===== config.mk =====
export PLATFORM = sky130hd
export DESIGN_NAME = slot_pack_seq
export DESIGN_NICKNAME = d
export VERILOG_FILES = /design/src/rtl/slot_pack_pkg.sv /design/src/rtl/slot_in_sync.sv /design/src/rtl/slot_addr_ctr.sv /design/src/rtl/slot_pack_store.sv /design/src/rtl/slot_pack_seq.sv
export SDC_FILE = /design/constraint.sdc
export NUM_CORES = 1
export LEC_CHECK = 0
export BUFFER_PORTS_ARGS = -buffer_cell sky130_fd_sc_hd__buf_2
export CORE_MARGIN = 2
export CORE_UTILIZATION = 52
export DETAILED_ROUTE_END_ITERATION = 10
export PLACE_DENSITY_LB_ADDON = 0.12
export SYNTH_ARGS = -nofsm -noshare
export SYNTH_HDL_FRONTEND = slang
export SYNTH_SLANG_ARGS = --single-unit

===== constraint.sdc =====
create_clock -name clk -period 1.9 [get_ports clk]
set_clock_uncertainty 0.05 [all_clocks]
set_input_delay 0.38 -clock clk [delete_from_list [all_inputs] [get_ports clk]]
set_output_delay 0.38 -clock clk [all_outputs]
set_load 0.01 [all_outputs]

===== src/rtl/slot_pack_pkg.sv =====
package slot_pack_pkg;

   typedef enum logic [2:0] {
      OP_NONE,
      OP_STEP,
      OP_CLEAR,
      OP_HOLD,
      OP_DRIVE,
      OP_PARK,
      OP_LATCH
   } ctl_op_e;

   function automatic ctl_op_e decode_op(logic sel_n, logic oe, logic mr, logic ck);
      ctl_op_e op;
      if (sel_n)               op = OP_NONE;
      else if (oe && mr)       op = OP_LATCH;
      else if (oe && !ck)      op = OP_DRIVE;
      else if (oe)             op = OP_PARK;
      else if (!mr)            op = OP_STEP;
      else if (!ck)            op = OP_CLEAR;
      else                     op = OP_HOLD;
      return op;
   endfunction

   function automatic logic [7:0] store_init(int idx, int hdr_len,
                                              logic [7:0] base, logic [7:0] key);
      logic [7:0] v;
      if (idx < hdr_len) v = base + 8'(idx);
      else               v = 8'(idx) ^ key;
      return v;
   endfunction

endpackage


===== src/rtl/slot_in_sync.sv =====
module slot_in_sync #(
   parameter int          STAGES  = 2,
   parameter int          W       = 4,
   parameter logic [W-1:0] RST_VAL = '0
) (
   input  logic         clk,
   input  logic         rst_n,
   input  logic [W-1:0] d,
   output logic [W-1:0] q
);
   initial assert (STAGES >= 0 && STAGES <= 4)
      else $error("slot_in_sync: STAGES out of range");

   generate
      if (STAGES == 0) begin : g_bypass
         assign q = d;
      end else begin : g_chain
         logic [W-1:0] stg [STAGES];
         always_ff @(posedge clk or negedge rst_n) begin
            if (!rst_n) begin
               for (int i = 0; i < STAGES; i++) stg[i] <= RST_VAL;
            end else begin
               stg[0] <= d;
               for (int i = 1; i < STAGES; i++) stg[i] <= stg[i-1];
            end
         end
         assign q = stg[STAGES-1];
      end
   endgenerate
endmodule


===== src/rtl/slot_addr_ctr.sv =====
module slot_addr_ctr #(
   parameter int ADDR_W = 16
) (
   input  logic              clk,
   input  logic              rst_n,
   input  logic              step,
   input  logic              clear,
   output logic [ADDR_W-1:0] addr
);
   initial assert (ADDR_W >= 1 && ADDR_W <= 32)
      else $error("slot_addr_ctr: ADDR_W out of range");

   always_ff @(posedge clk or negedge rst_n) begin
      if (!rst_n)     addr <= '0;
      else if (clear) addr <= '0;
      else if (step)  addr <= addr + 1'b1;
   end

   assert_step_adds_one_R3: assert property (@(posedge clk) disable iff (!rst_n)
      (step && !clear) |=> addr == ADDR_W'($past(addr) + 1'b1));
   assert_clear_zero_R4: assert property (@(posedge clk) disable iff (!rst_n)
      clear |=> addr == '0);
   assert_idle_holds_R5: assert property (@(posedge clk) disable iff (!rst_n)
      (!step && !clear) |=> $stable(addr));
endmodule


===== src/rtl/slot_pack_store.sv =====
module slot_pack_store
   import slot_pack_pkg::*;
#(
   parameter int         DEPTH    = 64,
   parameter int         HDR_LEN  = 10,
   parameter logic [7:0] HDR_BASE = 8'hC0,
   parameter logic [7:0] DATA_KEY = 8'h5A,
   localparam int        IDX_W    = $clog2(DEPTH)
) (
   input  logic [IDX_W-1:0] idx,
   output logic [7:0]       rd_byte
);
   initial assert (DEPTH > HDR_LEN && (DEPTH & (DEPTH - 1)) == 0 && DEPTH <= 1024)
      else $error("slot_pack_store: DEPTH must be a power of two above HDR_LEN");

   logic [7:0] rom [DEPTH];

   generate
      for (genvar i = 0; i < DEPTH; i++) begin : g_cell
         assign rom[i] = store_init(i, HDR_LEN, HDR_BASE, DATA_KEY);
      end
   endgenerate

   assign rd_byte = rom[idx];
endmodule


===== src/rtl/slot_pack_seq.sv =====
module slot_pack_seq
   import slot_pack_pkg::*;
#(
   parameter int         SYNC_STAGES = 2,
   parameter int         ADDR_W      = 16,
   parameter int         DEPTH       = 64,
   parameter int         HDR_LEN     = 10,
   parameter logic [7:0] HDR_BASE    = 8'hC0,
   parameter logic [7:0] DATA_KEY    = 8'h5A
) (
   input  logic       clk,
   input  logic       rst_n,
   input  logic       slot_sel_n,
   input  logic       ctl_oe,
   input  logic       ctl_mr,
   input  logic       ctl_ck,
   output logic [7:0] bus_q,
   output logic       bus_drive
);
   localparam int IDX_W = $clog2(DEPTH);

   initial assert (ADDR_W >= IDX_W)
      else $error("slot_pack_seq: counter narrower than store index");

   logic [3:0] ctl_s;
   logic       ck_prev;
   ctl_op_e    op;
   logic       step, clear, drive;
   logic [ADDR_W-1:0] addr;
   logic [7:0] rd_byte;

   slot_in_sync #(.STAGES(SYNC_STAGES), .W(4), .RST_VAL(4'b1000)) u_sync (
      .clk(clk), .rst_n(rst_n),
      .d({slot_sel_n, ctl_oe, ctl_mr, ctl_ck}),
      .q(ctl_s)
   );

   assign op = decode_op(ctl_s[3], ctl_s[2], ctl_s[1], ctl_s[0]);

   always_ff @(posedge clk or negedge rst_n) begin
      if (!rst_n) ck_prev <= 1'b0;
      else        ck_prev <= ctl_s[0];
   end

   assign step  = (op == OP_STEP) && (ctl_s[0] != ck_prev);
   assign clear = (op == OP_CLEAR);
   assign drive = (op == OP_DRIVE);

   slot_addr_ctr #(.ADDR_W(ADDR_W)) u_ctr (
      .clk(clk), .rst_n(rst_n), .step(step), .clear(clear), .addr(addr)
   );

   slot_pack_store #(.DEPTH(DEPTH), .HDR_LEN(HDR_LEN),
                     .HDR_BASE(HDR_BASE), .DATA_KEY(DATA_KEY)) u_store (
      .idx(addr[IDX_W-1:0]), .rd_byte(rd_byte)
   );

   always_ff @(posedge clk or negedge rst_n) begin
      if (!rst_n) begin
         bus_drive <= 1'b0;
         bus_q     <= 8'h00;
      end else begin
         bus_drive <= drive;
         bus_q     <= drive ? rd_byte : 8'h00;
      end
   end

   assert_deselect_releases_R2: assert property (@(posedge clk) disable iff (!rst_n)
      ctl_s[3] |=> !bus_drive);
   assert_deselect_no_count_R2: assert property (@(posedge clk) disable iff (!rst_n)
      ctl_s[3] |=> $stable(addr));
   assert_read_drives_R6: assert property (@(posedge clk) disable iff (!rst_n)
      (op == OP_DRIVE) |=> bus_drive);
   assert_latch_inert_R7: assert property (@(posedge clk) disable iff (!rst_n)
      (op == OP_LATCH) |=> (!bus_drive && $stable(addr)));
   assert_park_inert_R8: assert property (@(posedge clk) disable iff (!rst_n)
      (op == OP_PARK) |=> (!bus_drive && $stable(addr)));
   assert_wrap_zero_R10: assert property (@(posedge clk) disable iff (!rst_n)
      (step && (&addr)) |=> addr == '0);
   assert_released_zero_R11: assert property (@(posedge clk) disable iff (!rst_n)
      !bus_drive |-> bus_q == 8'h00);
endmodule


== Yosys cells after proc, flatten, opt, wreduce, memory -nomap -nowiden ==
Memory sizes are Yosys's and may differ from the RTL's.
Cells that the tools add are included.

* Register bits: 34
* Latch bits: 0
* RAM bits: 0
* Bits in read-only memories: 512
* Bits of input ports: 6
* Output and inout bits: 9
* Memories: 1

* Add/subtract/negate cells: 1
* $mul: 0
* Div/mod/pow operators: 0
* $lt $le $gt $ge: 1
* Equal/unequal tests: 4
* Shift operators: 0
* Mux-type cells: 11
* Bitwise gates (word level): 1
* Reduce and logical (&&, ||, !) cells: 5

{| class="wikitable"
|+ Memories
! name !! words !! width !! read ports !! clocked after memory_dff !! write ports !! RTL line !! RTL
|-
| (no name shown) || 64 || 8 || 1 || 0 || 0 || slot_pack_store.sv:24 || <nowiki>assign rd_byte = rom[idx];</nowiki>
|}

{| class="wikitable"
|+ Operators by type and width
! kind !! count
|-
| $mux W16 || 2
|-
| $mux W8 || 3
|-
| $add A16 B1 Y16 const B || 1
|-
| $mux W3 || 4
|-
| $ge A7 B7 Y1 const B || 1
|-
| $not A6 Y7 || 1
|-
| $eq A3 B1 Y1 const B || 1
|-
| $eq A3 B2 Y1 const B || 1
|-
| $eq A3 B3 Y1 const B || 1
|-
| $logic_and A1 B1 Y1 || 3
|-
| $mux W2 || 1
|-
| $reduce_bool A2 Y1 || 1
|-
| $logic_not A1 Y1 || 1
|-
| $mux W1 || 1
|-
| $ne A1 B1 Y1 || 1
|}

== Depth between registers and ports, before layout ==
* Word-level depth: 10
* Gate-level depth with buffers: 4
* Mapped depth without buffers: 4

== Hierarchy ==
Synthesis repeated with hierarchy kept, for this count alone.

* Cells, all modules: 131
* Area, all modules: 1547.7 µm²

{| class="wikitable"
|+ By module, submodules not included
! module !! times used !! cells an instance !! area an instance (µm²)
|-
| slot_addr_ctr || 1 || 82 || 872.1
|-
| slot_pack_seq || 1 || 22 || 347.8
|-
| slot_in_sync || 1 || 12 || 232.7
|-
| slot_pack_store || 1 || 15 || 95.1
|}

== Worst setup path before layout ==
OpenSTA, ideal clock, no wires.

* Path kind: flip-flop to flip-flop
* Start: reg u_sync.g_chain.stg, in the netlist u_sync.q[3]
* End: reg u_ctr.addr[3]
* Library setup time: 77 ps
* Arrival time: 1439 ps
* Required time: 1773 ps
* Path slack: 334 ps
* Cell stages (with the launch flop): 5
* Path buffers: 1
* Cells stage by stage: dfstp_2 -> or3_1 -> buf_2 -> or4_1 -> a21oi_1

* Word-level cells in the longest chain between the ends: 4
* Elaborated cells between the ends (all ways): 6

{| class="wikitable"
|+ Ends and longest elaborated chain
! item !! RTL line !! RTL
|-
| start: declaration || slot_in_sync.sv:18 || <nowiki>logic [W-1:0] stg [STAGES];</nowiki>
|-
| $mux W3 (*) || slot_pack_pkg.sv:15 || <nowiki>if (sel_n) op = OP_NONE;</nowiki>
|-
| $eq A3 B1 Y1 || slot_pack_seq.sv:45 || <nowiki>assign step = (op == OP_STEP) && (ctl_s[0] != ck_prev);</nowiki>
|-
| $logic_and A1 B1 Y1 || slot_pack_seq.sv:45 ||
|-
| $reduce_bool A2 Y1 (no source line) || -- ||
|-
| end signal: assignment || slot_addr_ctr.sv:16 || <nowiki>else if (step) addr <= addr + 1'b1;</nowiki>
|-
| end: declaration || slot_addr_ctr.sv:8 || <nowiki>output logic [ADDR_W-1:0] addr</nowiki>
|}

Every way passes the cells marked *; elsewhere a longest branch is shown, timed or not.
A chain may end at the register's enable or synchronous reset.

== Worst setup path in the final report ==
* Start: reg u_sync.g_chain.stg, in the netlist u_sync.q[2]
* End: reg u_ctr.addr[3]

* Word-level cells in the longest chain between the ends: 7
* Elaborated cells between the ends (all ways): 11

{| class="wikitable"
|+ Ends and longest elaborated chain
! item !! RTL line !! RTL
|-
| $mux W3 or $logic_and A1 B1 Y1 (tied branches) || slot_pack_pkg.sv:18, slot_pack_pkg.sv:17 ||
|-
| $mux W3 || slot_pack_pkg.sv:17 || <nowiki>else if (oe && !ck) op = OP_DRIVE;</nowiki>
|-
| $mux W3 (*) || slot_pack_pkg.sv:16 || <nowiki>else if (oe && mr) op = OP_LATCH;</nowiki>
|-
| $mux W3 (*) || slot_pack_pkg.sv:15 ||
|-
| $eq A3 B1 Y1 || slot_pack_seq.sv:45 ||
|-
| $logic_and A1 B1 Y1 || slot_pack_seq.sv:45 ||
|-
| $reduce_bool A2 Y1 (no source line) || -- ||
|}

Marked as above.

==> metrics.md <==
| Metric | Value |
|---|---|
| HP Start | slot_sel_n |
| Number of global-route vias before repair | 577 |
| Synthesized cell area | 883 µm² |
| Leading area contributor after synthesis | dfrtp_1 |
| Vias per cell | 5.77 |
| Finished Layout Cells | 103 |
| Worst r2r path cells | 3 |
| Fmax | 0.603 GHz |
| Routed WL | 1410 µm |
| Drt initial violations | 9 |
| Largest family of logic cells by synthesized area | simple AND/OR/NAND/NOR gates |
| Post-synth top area share | 0.595 |
| Leak Pwr | 0.474 nW |
| Commonest non-fill, non-tap cells in the layout | 21 x dfrtp_1, 14 x buf_2 |
| TNS Setup | 0 ns |
| Area Growth Syn to Fin | 13.3% |
| Crit path max fanout | 9 |
| Initial antenna violation count | 0 |
| Sequential share of power | 0.658 |
| Kind of critical path | reg2reg |
| FF-to-FF End | u_ctr.addr[3] |
| Multi-input logic area | 285 µm² |
| Max-slew violation count | 0 |
| Yosys reg bits | 23 |
| Most common cell after layout, fill and taps aside | dfrtp_1 |
| MaxCap Viol Count | 0 |
| Worst setup SP type | flop |
| Vias | 594 |
| WHS Path Cells | 1 |
| CP arrival | 1.84 ns |
| Die ar. | 2040 µm² |
| Routed len/inst | 13.6 µm |
| Tcrit/Tclk final | 0.873 |
| Worst slew pin tran | 0.546 ns |
| Post-Synth Adder-Cell Area | 0.0142 |
| Fillers | 125 |
| CTS Sinks | 23 |
| IO buf count | 14 |
| Post-synthesis compound-gate area fraction | 0.0680 |
| Yosys warns | 0 |
| Hold EP | u_sync.g_chain.stg[7] |
| H-tree depth | 1 |
| PostCTS Resize Cnt | 0 |
| Share of post-route cells with drive strength above 1 | 0.241 |
| Worst-path clk slew | 0.11 ns |
| Inst Count DP | 98 |
| Hold crit path type | in2reg |
| Top cells by area, synth | dfrtp_1 59%, dfstp_2 5.9%, nor4b_1 4.0%, mux2i_1 3.4%, o21a_1 2.5% |
| Switch Pwr | 0.205 mW |
| Synth Instances | 70 |
| Post-Synth Simple-Gate Area | 0.197 |
| GRT Util Overall | 0.173 |
| Hold Fails Final Rpt | 0 |
| Initial Util | 0.573 |
| Die W | 45.2 µm |
| Register area share after synthesis | 0.654 |
| Post-synthesis mux area share | 0.0340 |
| CTS Buffer Depth | 2 |
| Worst skew pair latency | 0.31 ns |
| Clock share of power | 0.263 |
| Core Region | 1540 µm² |
| First-pass GRT wire length | 2430 µm |
| Worst ir drop on vdd | 0.476 mV |
| ANT cells | 0 |
| CP required | 2.08 ns |
| Pin count of the biggest net entering global routing | 24 |
| Num CTS Buffers | 3 |
| Reg2Reg Setup Slack | 0.24 ns |
| Post-route ant nets | 0 |
| Pint | 0.630 mW |
| Status | finished, final reports clean |
| Worst hold slack | 0.114 ns |
| Cell Rows | 14 |
| Placer's final routability congestion estimate | 0.715 |
| Power share of the combinational group | 0.079 |
| Count of cell types in the netlist | 29 |
| Final nets | 95 |
| Xor/xnor cell area share of the yosys netlist | 0.00992 |
| RSZ-0062 raised after global routing | no |
| Avg Cell Area, Syn | 12.6 µm² |
| Crit path capture type | flop |
| Final setup violation count | 0 |
| Drt drc | 0 |
| Total gr overflow | 0 |
| Syn_nets | 77 |
| Die span in y | 45.2 µm |
| Register area | 578 µm² |
| Clock root cell | clkbuf_4 |
| Crit path time final | 1.66 ns |
| Num ports | 15 |
| Power density over cell area | 834 nW/µm² |
| CTS tree | built |
| DP HPWL | 972 µm |
| Beginning of the worst register-to-register path | u_sync.q[2] |
| Sw frac | 0.245 |
| DRT Pass-1 Iters | 3 |
| Max transition margin | 0.631 |
-- state kept, by name, indices dropped and copies added (netlist names) --
name,cells
u_sync.q,4
ck_prev,1
u_ctr.addr,6
bus_q,8
u_sync.g_chain.stg,4
-- critical path, stage by stage (launching register included) --
cell     delay (ns)
dfrtp_1        0.42
or3_1          0.47
or4_1          0.50
a21oi_1        0.16
-- synthesized netlist by cell type, drive strengths merged --
| cell type | count |
|---|---|
| dfrtp | 21 |
| a21oi | 4 |
| nand2 | 4 |
| nor2 | 4 |
| nor4b | 4 |
| and2 | 3 |
| mux2i | 3 |
| o21a | 3 |
| buf | 2 |
| dfstp | 2 |
| o21ai | 2 |
| or3 | 2 |
| and3 | 1 |
| and3b | 1 |
| clkbuf | 1 |
| ha | 1 |
| inv | 1 |
| nand2b | 1 |
| nand3 | 1 |
| nand4 | 1 |
| nor3 | 1 |
| nor3b | 1 |
| nor4 | 1 |
| o31ai | 1 |
| or3b | 1 |
| or4 | 1 |
| or4b | 1 |
| xnor2 | 1 |
-- layer usage --
| layer | part of all wire | track usage | vias up | routed length (µm) |
|---|---|---|---|---|
| met4 | 0.014 | 0.0882 | 0 | 19 |
| met5 | 0 | 0 | - | 0 |
| met3 | 0.033 | 0.0480 | 4 | 47 |
| li1 | - | - | 283 | - |
| met2 | 0.49 | 0.297 | 13 | 692 |
| met1 | 0.46 | 0.195 | 294 | 645 |
-- cell families after synthesis --
family	after synthesis
simple gates	28
flops	23
compound gates	10
buf+inv	4
mux	3
xor+xnor	1
fa+ha+maj	1
-- through the flow --
step	area [µm²]	power [mW]	utilization	setup WS (ns)
2_1_floorplan	883	0.591	-	0.334
3_3_place_gp	965	0.618	0.626	0.322
3_5_place_dp	965	0.624	0.626	0.260
4_1_cts	1000	0.846	0.649	0.240
5_1_grt	1000	0.874	0.649	0.163
6_report	1000	0.834	0.649	0.241
-- worst max path at each step --
stage                    endpoint   startpoint  cells after the start  slack (ns)
CTS                 u_ctr.addr[3]  u_sync.q[2]                      3        0.24
finish              u_ctr.addr[3]  u_sync.q[2]                      3        0.24
floorplan           u_ctr.addr[3]  u_sync.q[3]                      4        0.33
global route        u_ctr.addr[3]  u_sync.q[2]                      3        0.16
detailed placement  u_ctr.addr[3]  u_sync.q[2]                      3        0.26
global placement    u_ctr.addr[3]  u_sync.q[3]                      3        0.32
-- power groups by stage --
| stage | clock, mW | combinational [mW] | sequential [mW] |
|---|---|---|---|
| 2_1_floorplan | 0 | 0.0451 | 0.546 |
| 3_3_place_gp | 0 | 0.0625 | 0.556 |
| 3_5_place_dp | 0 | 0.0658 | 0.558 |
| 4_1_cts | 0.229 | 0.0676 | 0.549 |
| 5_1_grt | 0.241 | 0.0782 | 0.554 |
| 6_report | 0.220 | 0.0663 | 0.549 |
-- cell type report --
class                           instances  area share
Inverter                                1     0.00375
Tap cell                               16      0.0200
Sequential cell                        23       0.577
Timing Repair Buffer                   16      0.0875
Multi-Input combinational cell         43       0.285
Clock buffer                            4      0.0263
-- repair_timing --
item / in CTS / in global routing
hold buffers: 1 / 0
buffers inserted: 0 / 0
hold endpoints to repair: 21 / 0
No activity file was read; power rests on OpenSTA's default activity.
